[src/rtl/lbm_pkg.sv]
package lbm_pkg;
  localparam int unsigned MAX_LANES = 4;
  localparam int unsigned LANE_W    = $clog2(MAX_LANES);

  // strobes from control to datapath for one cycle
  typedef struct packed {
    logic              pop;
    logic [LANE_W-1:0] lane;
    logic              sop;
    logic              eop;
  } ctrl_t;
endpackage

[src/rtl/lbm_datapath.sv]
module lbm_datapath
  import lbm_pkg::*;
#(
  parameter int unsigned DATA_W     = 8,
  parameter int unsigned FIFO_DEPTH = 4,
  localparam int unsigned PTR_W     = $clog2(FIFO_DEPTH),
  localparam int unsigned CNT_W     = $clog2(FIFO_DEPTH + 1)
) (
  input  logic                        clk,
  input  logic                        rstN,
  input  logic [MAX_LANES-1:0]        activeMask,
  input  logic [MAX_LANES-1:0]        laneValid,
  input  logic [MAX_LANES*DATA_W-1:0] laneData,
  input  logic [MAX_LANES-1:0]        laneSot,
  input  logic [MAX_LANES-1:0]        laneEot,
  input  ctrl_t                       ctrl,
  output logic [CNT_W-1:0]            laneCnt [MAX_LANES],
  output logic [MAX_LANES-1:0]        laneDone,
  output logic                        outValid,
  output logic [DATA_W-1:0]           outData,
  output logic                        outSop,
  output logic                        outEop,
  output logic                        overflowErr
);

  logic [DATA_W-1:0]    headData [MAX_LANES];
  logic [MAX_LANES-1:0] ovfHit;

  function automatic logic [PTR_W-1:0] bumpPtr(input logic [PTR_W-1:0] p);
    return (p == PTR_W'(FIFO_DEPTH - 1)) ? '0 : p + PTR_W'(1);
  endfunction

  for (genvar g = 0; g < MAX_LANES; g++) begin : gLane
    logic [DATA_W-1:0] mem [FIFO_DEPTH];
    logic [PTR_W-1:0]  wrPtr, rdPtr;
    logic [CNT_W-1:0]  cnt;
    logic pushReq, popReq, full, doPush;

    assign pushReq   = laneValid[g] & activeMask[g];
    assign popReq    = ctrl.pop && (ctrl.lane == LANE_W'(g));
    assign full      = (cnt == CNT_W'(FIFO_DEPTH));
    assign doPush    = pushReq && (!full || popReq);
    assign ovfHit[g] = pushReq && full && !popReq;

    always_ff @(posedge clk) begin
      if (doPush) mem[wrPtr] <= laneData[g*DATA_W +: DATA_W];
    end

    always_ff @(posedge clk or negedge rstN) begin
      if (!rstN) begin
        wrPtr <= '0;
        rdPtr <= '0;
        cnt   <= '0;
      end else begin
        if (doPush) wrPtr <= bumpPtr(wrPtr);
        if (popReq) rdPtr <= bumpPtr(rdPtr);
        case ({doPush, popReq})
          2'b10:   cnt <= cnt + CNT_W'(1);
          2'b01:   cnt <= cnt - CNT_W'(1);
          default: cnt <= cnt;
        endcase
      end
    end

    // lane closed for this packet; reopened by the merged end or a new start
    always_ff @(posedge clk or negedge rstN) begin
      if (!rstN) laneDone[g] <= 1'b0;
      else if (laneEot[g] && activeMask[g]) laneDone[g] <= 1'b1;
      else if (ctrl.eop || (laneSot[g] && activeMask[g])) laneDone[g] <= 1'b0;
    end

    assign headData[g] = mem[rdPtr];
    assign laneCnt[g]  = cnt;
  end

  always_ff @(posedge clk or negedge rstN) begin
    if (!rstN) begin
      outValid    <= 1'b0;
      outData     <= '0;
      outSop      <= 1'b0;
      outEop      <= 1'b0;
      overflowErr <= 1'b0;
    end else begin
      outValid <= ctrl.pop;
      outSop   <= ctrl.pop && ctrl.sop;
      outEop   <= ctrl.pop && ctrl.eop;
      if (ctrl.pop) outData <= headData[ctrl.lane];
      if (|ovfHit) overflowErr <= 1'b1;
    end
  end

endmodule

[src/rtl/lbm_control.sv]
module lbm_control
  import lbm_pkg::*;
#(
  parameter int unsigned FIFO_DEPTH = 4,
  localparam int unsigned CNT_W     = $clog2(FIFO_DEPTH + 1)
) (
  input  logic                 clk,
  input  logic                 rstN,
  input  logic [LANE_W-1:0]    laneCount,
  input  logic [CNT_W-1:0]     laneCnt [MAX_LANES],
  input  logic [MAX_LANES-1:0] laneDone,
  output ctrl_t                ctrl
);

  logic [LANE_W-1:0] rrLane, nextLane;
  logic              sopArmed;
  logic [CNT_W-1:0]  needCnt, curCnt, nextCnt;
  logic              knownNext, lastByte, popNow;

  assign nextLane  = (rrLane >= laneCount) ? '0 : rrLane + LANE_W'(1);
  // with one lane the next byte comes from the same FIFO, behind the head
  assign needCnt   = (nextLane == rrLane) ? CNT_W'(1) : '0;
  assign curCnt    = laneCnt[rrLane];
  assign nextCnt   = laneCnt[nextLane];
  assign knownNext = laneDone[nextLane] || (nextCnt > needCnt);
  assign lastByte  = laneDone[nextLane] && (nextCnt == needCnt);
  assign popNow    = (curCnt != '0) && knownNext;

  always_comb begin
    ctrl.pop  = popNow;
    ctrl.lane = rrLane;
    ctrl.sop  = sopArmed;
    ctrl.eop  = popNow && lastByte;
  end

  always_ff @(posedge clk or negedge rstN) begin
    if (!rstN) begin
      rrLane   <= '0;
      sopArmed <= 1'b1;
    end else if (popNow) begin
      rrLane   <= lastByte ? '0 : nextLane;
      sopArmed <= lastByte;
    end
  end

endmodule

[src/rtl/lane_byte_merger.sv]
module lane_byte_merger
  import lbm_pkg::*;
#(
  parameter int unsigned DATA_W     = 8,
  parameter int unsigned FIFO_DEPTH = 4,
  localparam int unsigned CNT_W     = $clog2(FIFO_DEPTH + 1)
) (
  input  logic                        clk,
  input  logic                        rstN,
  input  logic [LANE_W-1:0]           laneCount,
  input  logic [MAX_LANES-1:0]        laneValid,
  input  logic [MAX_LANES*DATA_W-1:0] laneData,
  input  logic [MAX_LANES-1:0]        laneSot,
  input  logic [MAX_LANES-1:0]        laneEot,
  output logic                        outValid,
  output logic [DATA_W-1:0]           outData,
  output logic                        outSop,
  output logic                        outEop,
  output logic                        overflowErr
);

  ctrl_t                ctrl;
  logic [CNT_W-1:0]     laneCnt [MAX_LANES];
  logic [MAX_LANES-1:0] laneDone;
  logic [MAX_LANES-1:0] activeMask;

  for (genvar g = 0; g < MAX_LANES; g++) begin : gMask
    assign activeMask[g] = (LANE_W'(g) <= laneCount);
  end

  lbm_control #(.FIFO_DEPTH(FIFO_DEPTH)) u_control (
    .clk(clk), .rstN(rstN), .laneCount(laneCount),
    .laneCnt(laneCnt), .laneDone(laneDone), .ctrl(ctrl)
  );

  lbm_datapath #(.DATA_W(DATA_W), .FIFO_DEPTH(FIFO_DEPTH)) u_datapath (
    .clk(clk), .rstN(rstN), .activeMask(activeMask),
    .laneValid(laneValid), .laneData(laneData),
    .laneSot(laneSot), .laneEot(laneEot), .ctrl(ctrl),
    .laneCnt(laneCnt), .laneDone(laneDone),
    .outValid(outValid), .outData(outData), .outSop(outSop),
    .outEop(outEop), .overflowErr(overflowErr)
  );

endmodule

[config.mk]
export PLATFORM = sky130hd
export DESIGN_NAME = lane_byte_merger
export DESIGN_NICKNAME = d
export VERILOG_FILES = /design/src/rtl/lbm_pkg.sv /design/src/rtl/lbm_datapath.sv /design/src/rtl/lbm_control.sv /design/src/rtl/lane_byte_merger.sv
export SDC_FILE = /design/constraint.sdc
export NUM_CORES = 1
export LEC_CHECK = 0
export ABC_AREA = 1
export BUFFER_PORTS_ARGS = -buffer_cell sky130_fd_sc_hd__buf_2
export CELL_PAD_IN_SITES_DETAIL_PLACEMENT = 1
export CELL_PAD_IN_SITES_GLOBAL_PLACEMENT = 1
export CORE_AREA = 4 4 129 131
export CTS_CLUSTER_SIZE = 40
export DETAILED_ROUTE_END_ITERATION = 7
export DIE_AREA = 0 0 133 135
export PLACE_DENSITY_LB_ADDON = 0.2
export SYNTH_ARGS = -nofsm -noshare
export SYNTH_HDL_FRONTEND = slang
export SYNTH_SLANG_ARGS = --single-unit
[constraint.sdc]
create_clock -name clk -period 7.2 [get_ports clk]
set_clock_uncertainty 0.1 [all_clocks]
set_input_delay 0 -clock clk [delete_from_list [all_inputs] [get_ports clk]]
set_output_delay 0 -clock clk [all_outputs]
set_load 0.05 [all_outputs]
==> qor.yml <==
timing:
  rsz0062_at_grt: "false"
  timing.final.crit_share_pct: 64.30
  drv_slew: 0
  fmax_mhz: 216.0
  tightest_slew_ps: 1110
  hold_viol_final: 0
  finalSetupTns_ps: 0
  slew-limit-headroom_pct: 26.03
  finalSetupViolCount: 0
  setup_ws_ps: 2570
  fin_crit_ps: 4630
run:
  cap_viol_max_count: 0
clock_network:
  cts_made_buffers: 17
  clkTransAtPathRegs_ps: 70
  cts_tree: "done"
  post_cts_buffers: 0
  clock-sinks: 175
  cts_resized: 0
  root_buffer: "clkbuf_16"
  htree_levels: 4
  cts-hold-fix-buffers: 47
  clock_latency_ps: 430
  clock_path_buffers: 2
cells_and_area:
  final_nets: 879
  stdcell_area_sq_um: 9402
  syn_to_final_growth_pct: 19.08
  mostFrequentLayoutCells: "edfxtp_1, nand2_1, nor2_1, inv_1, buf_2"
  insertedDiodeCount: 0
  final_common_cell: "edfxtp_1"
  drive_above_1_share_pct: 14.94
logic_synthesis:
  syn-num-nets: 775
  yosysTopAreaCell: "edfxtp_1"
  synth_cell_types: 43
  avgSynthCellArea_sq_um: 11.39
  ys.flop_type: "edfxtp_1"
  yosys_warnings: 0
  ys_seq_area_share_pct: 63.60
  ys_ff_latch: 175
  async_flop_share_pct: 26.86
  synth_top_cell_area_share_pct: 48.68
  synthTopCellsByArea: "edfxtp_1, dfrtp_1, ha_1"
  synth_edf_count: 128
  synth_area_sq_um: 7895
  synth_cells: 693
floorplanning:
  initial_core_util_pct: 50.62
  core-area_sq_um: 15600
  pin_count: 60
  die_area_sq_um: 17960
  die_h_microns: 135
  die_w_microns: 133
  fp-row-count: 46
critical_path:
  required_ps: 7410
  slowest_delay_ps: 630
  critPathKind: "flip-flop to flip-flop"
  cp_slowest_cell: "dfrtp_1"
  worstPathArrival_ps: 4840
  cp_cell_sequence: "inv_6 > ha_1 > inv_1 > nand2_2 > nand2_4 > nand3_4 > a21oi_1 > o21ai_0 > o21a_1 > ha_1 > or2_2 > nand3_4 > nand2_4 > inv_4 > nand2_1 > nand2_1 > nand2_2 > ha_1 > fa_1 > a21oi_1 > o21ai_0 > xor2_1"
  worstSetupEndpointType: "flip-flop"
  path_max_fanout: 27
  critPathMostFrequentCell: "ha_1"
  start_kind: "flip-flop"
global_route:
  overflow: 0
  grt_use_total_pct: 24.31
  grt_pass1_vias: 6224
  antenna_found_initial: 0
  grt_max_degree: 48
  grt_pass1_wl_microns: 33440
route:
  wire_per_inst_microns: 20.06
  via_count: 5604
  routed_via_density: 5.462
  drc: 0
  drt_iter0_markers: 353
  wirelength_microns: 20580
  dr.pass1.iters: 4
  antenna_left: 0
power_and_ir_drop:
  seq_power_share_pct: 38.5
  max-vdd-ir-drop_uv: 232.7
  swShare_pct: 42.11
  total_power_mw: 4.058
  cellPowerDensity_nw_per_um2: 431.6
  switchingPower_mw: 1.709
  p_int_mw: 2.349
  comb_power_share_pct: 38.8
  leakage_nw: 3.759
  power.share.clock_pct: 22.7
place:
  dp_slack_ps: 2655
  post-dp-hpwl_microns: 13960
  portBuffers: 59
  gp_congestion: 0.8396
  placed_area_sq_um: 8348
status:
  status: "finished, final reports clean"
min_path:
  hp-class: "primary input to flip-flop"
synthesized netlist by cell type, types with 7 or more instances:
library cell and instances:
dfrtp_1 46, a21oi_1 8, nand3_1 50, edfxtp_1 128, clkbuf_1 16, nor2_1 83
o22ai_1 14, ha_1 30, nand2_1 97, inv_1 65, nand2_2 9, o211ai_1 11
o21ai_0 58, o21ai_1 7
flip-flops by register name, indices dropped and copies added, names as in the netlist:
| name | count |
|---|---|
| u_datapath.outValid | 1 |
| u_datapath.gLane.wrPtr | 8 |
| u_control.rrLane | 2 |
| u_datapath.gLane.mem | 128 |
| u_datapath.gLane.cnt | 12 |
| u_datapath.outData | 8 |
| u_datapath.laneDone | 4 |
| u_datapath.outEop | 1 |
| u_datapath.overflowErr | 1 |
| u_datapath.outSop | 1 |
| u_control.sopArmed | 1 |
| u_datapath.gLane.rdPtr | 8 |
layout make-up:
type,instances,area (sq um)
clock inverter,12,136.4
tap,216,270.3
sequential,175,5021
fill,1624,6196
multi-input combinational,424,2480
clock buffer,20,446.7
inverter,73,281.5
timing repair buffer,106,765.7
cells by family after synthesis:
logic type      after synthesis  synth area share [%]
flops                       175                 63.60
compound gates              121                 9.239
xor+xnor                      6                0.6657
fa+ha+maj                    34                 5.769
mux                           1                0.1426
simple gates                262                 15.59
buf+inv                      94                 4.992
layer usage:
layer  vias up  share of wire [%]  global-route usage [%]
li1       2616                  -                       -
met1      2827                 42                   30.72
met2       129                 51                   42.27
met3        32                4.2                   4.918
met4         0                2.3                   7.910
met5         -                  0                       0
power groups by stage:
stage | combinational (mW) | sequential (mW) | clock (mW)
detailed placement | 1.52 | 1.57 | 0
global placement | 1.42 | 1.55 | 0
finish | 1.57 | 1.56 | 0.922
floorplan | 1.12 | 1.54 | 0
CTS | 1.57 | 1.56 | 0.933
global route | 1.76 | 1.59 | 0.972
through the flow:
step                      hold slack [ps]  cells  util [%]
after global routing                84.66   1026     60.28
after CTS                           20.36   1026     60.28
after detailed placement            97.86    947     53.52
after floorplan                    -395.6    693         -
after global placement              91.47    947     53.52
final                               50.61   1026     60.28
critical path, delay by kind of cell, from the launching register on:
family,cells,cell delay [ps]
compound gates,5,660
xor+xnor,1,150
buf+inv,3,510
flops,1,630
fa+ha+maj,4,1250
simple gates,9,1190
path summary, 6_finish.rpt:
kind                                     start                            to  slack (ps)  cells past startpoint
max                        u_control.rrLane[0]    u_datapath.gLane[3].cnt[2]        2570                     22
min                               laneCount[0]  u_datapath.gLane[3].wrPtr[1]          50                      5
max reg2reg                u_control.rrLane[0]    u_datapath.gLane[3].cnt[2]        2570                     22
min reg2reg                 u_control.sopArmed            u_control.sopArmed         400                      2
max in group asynchronous                 rstN  u_datapath.gLane[3].wrPtr[0]        6090                      2
min in group asynchronous                 rstN  u_datapath.gLane[0].wrPtr[0]         210                      2
No activity file was read; power rests on OpenSTA's default activity.
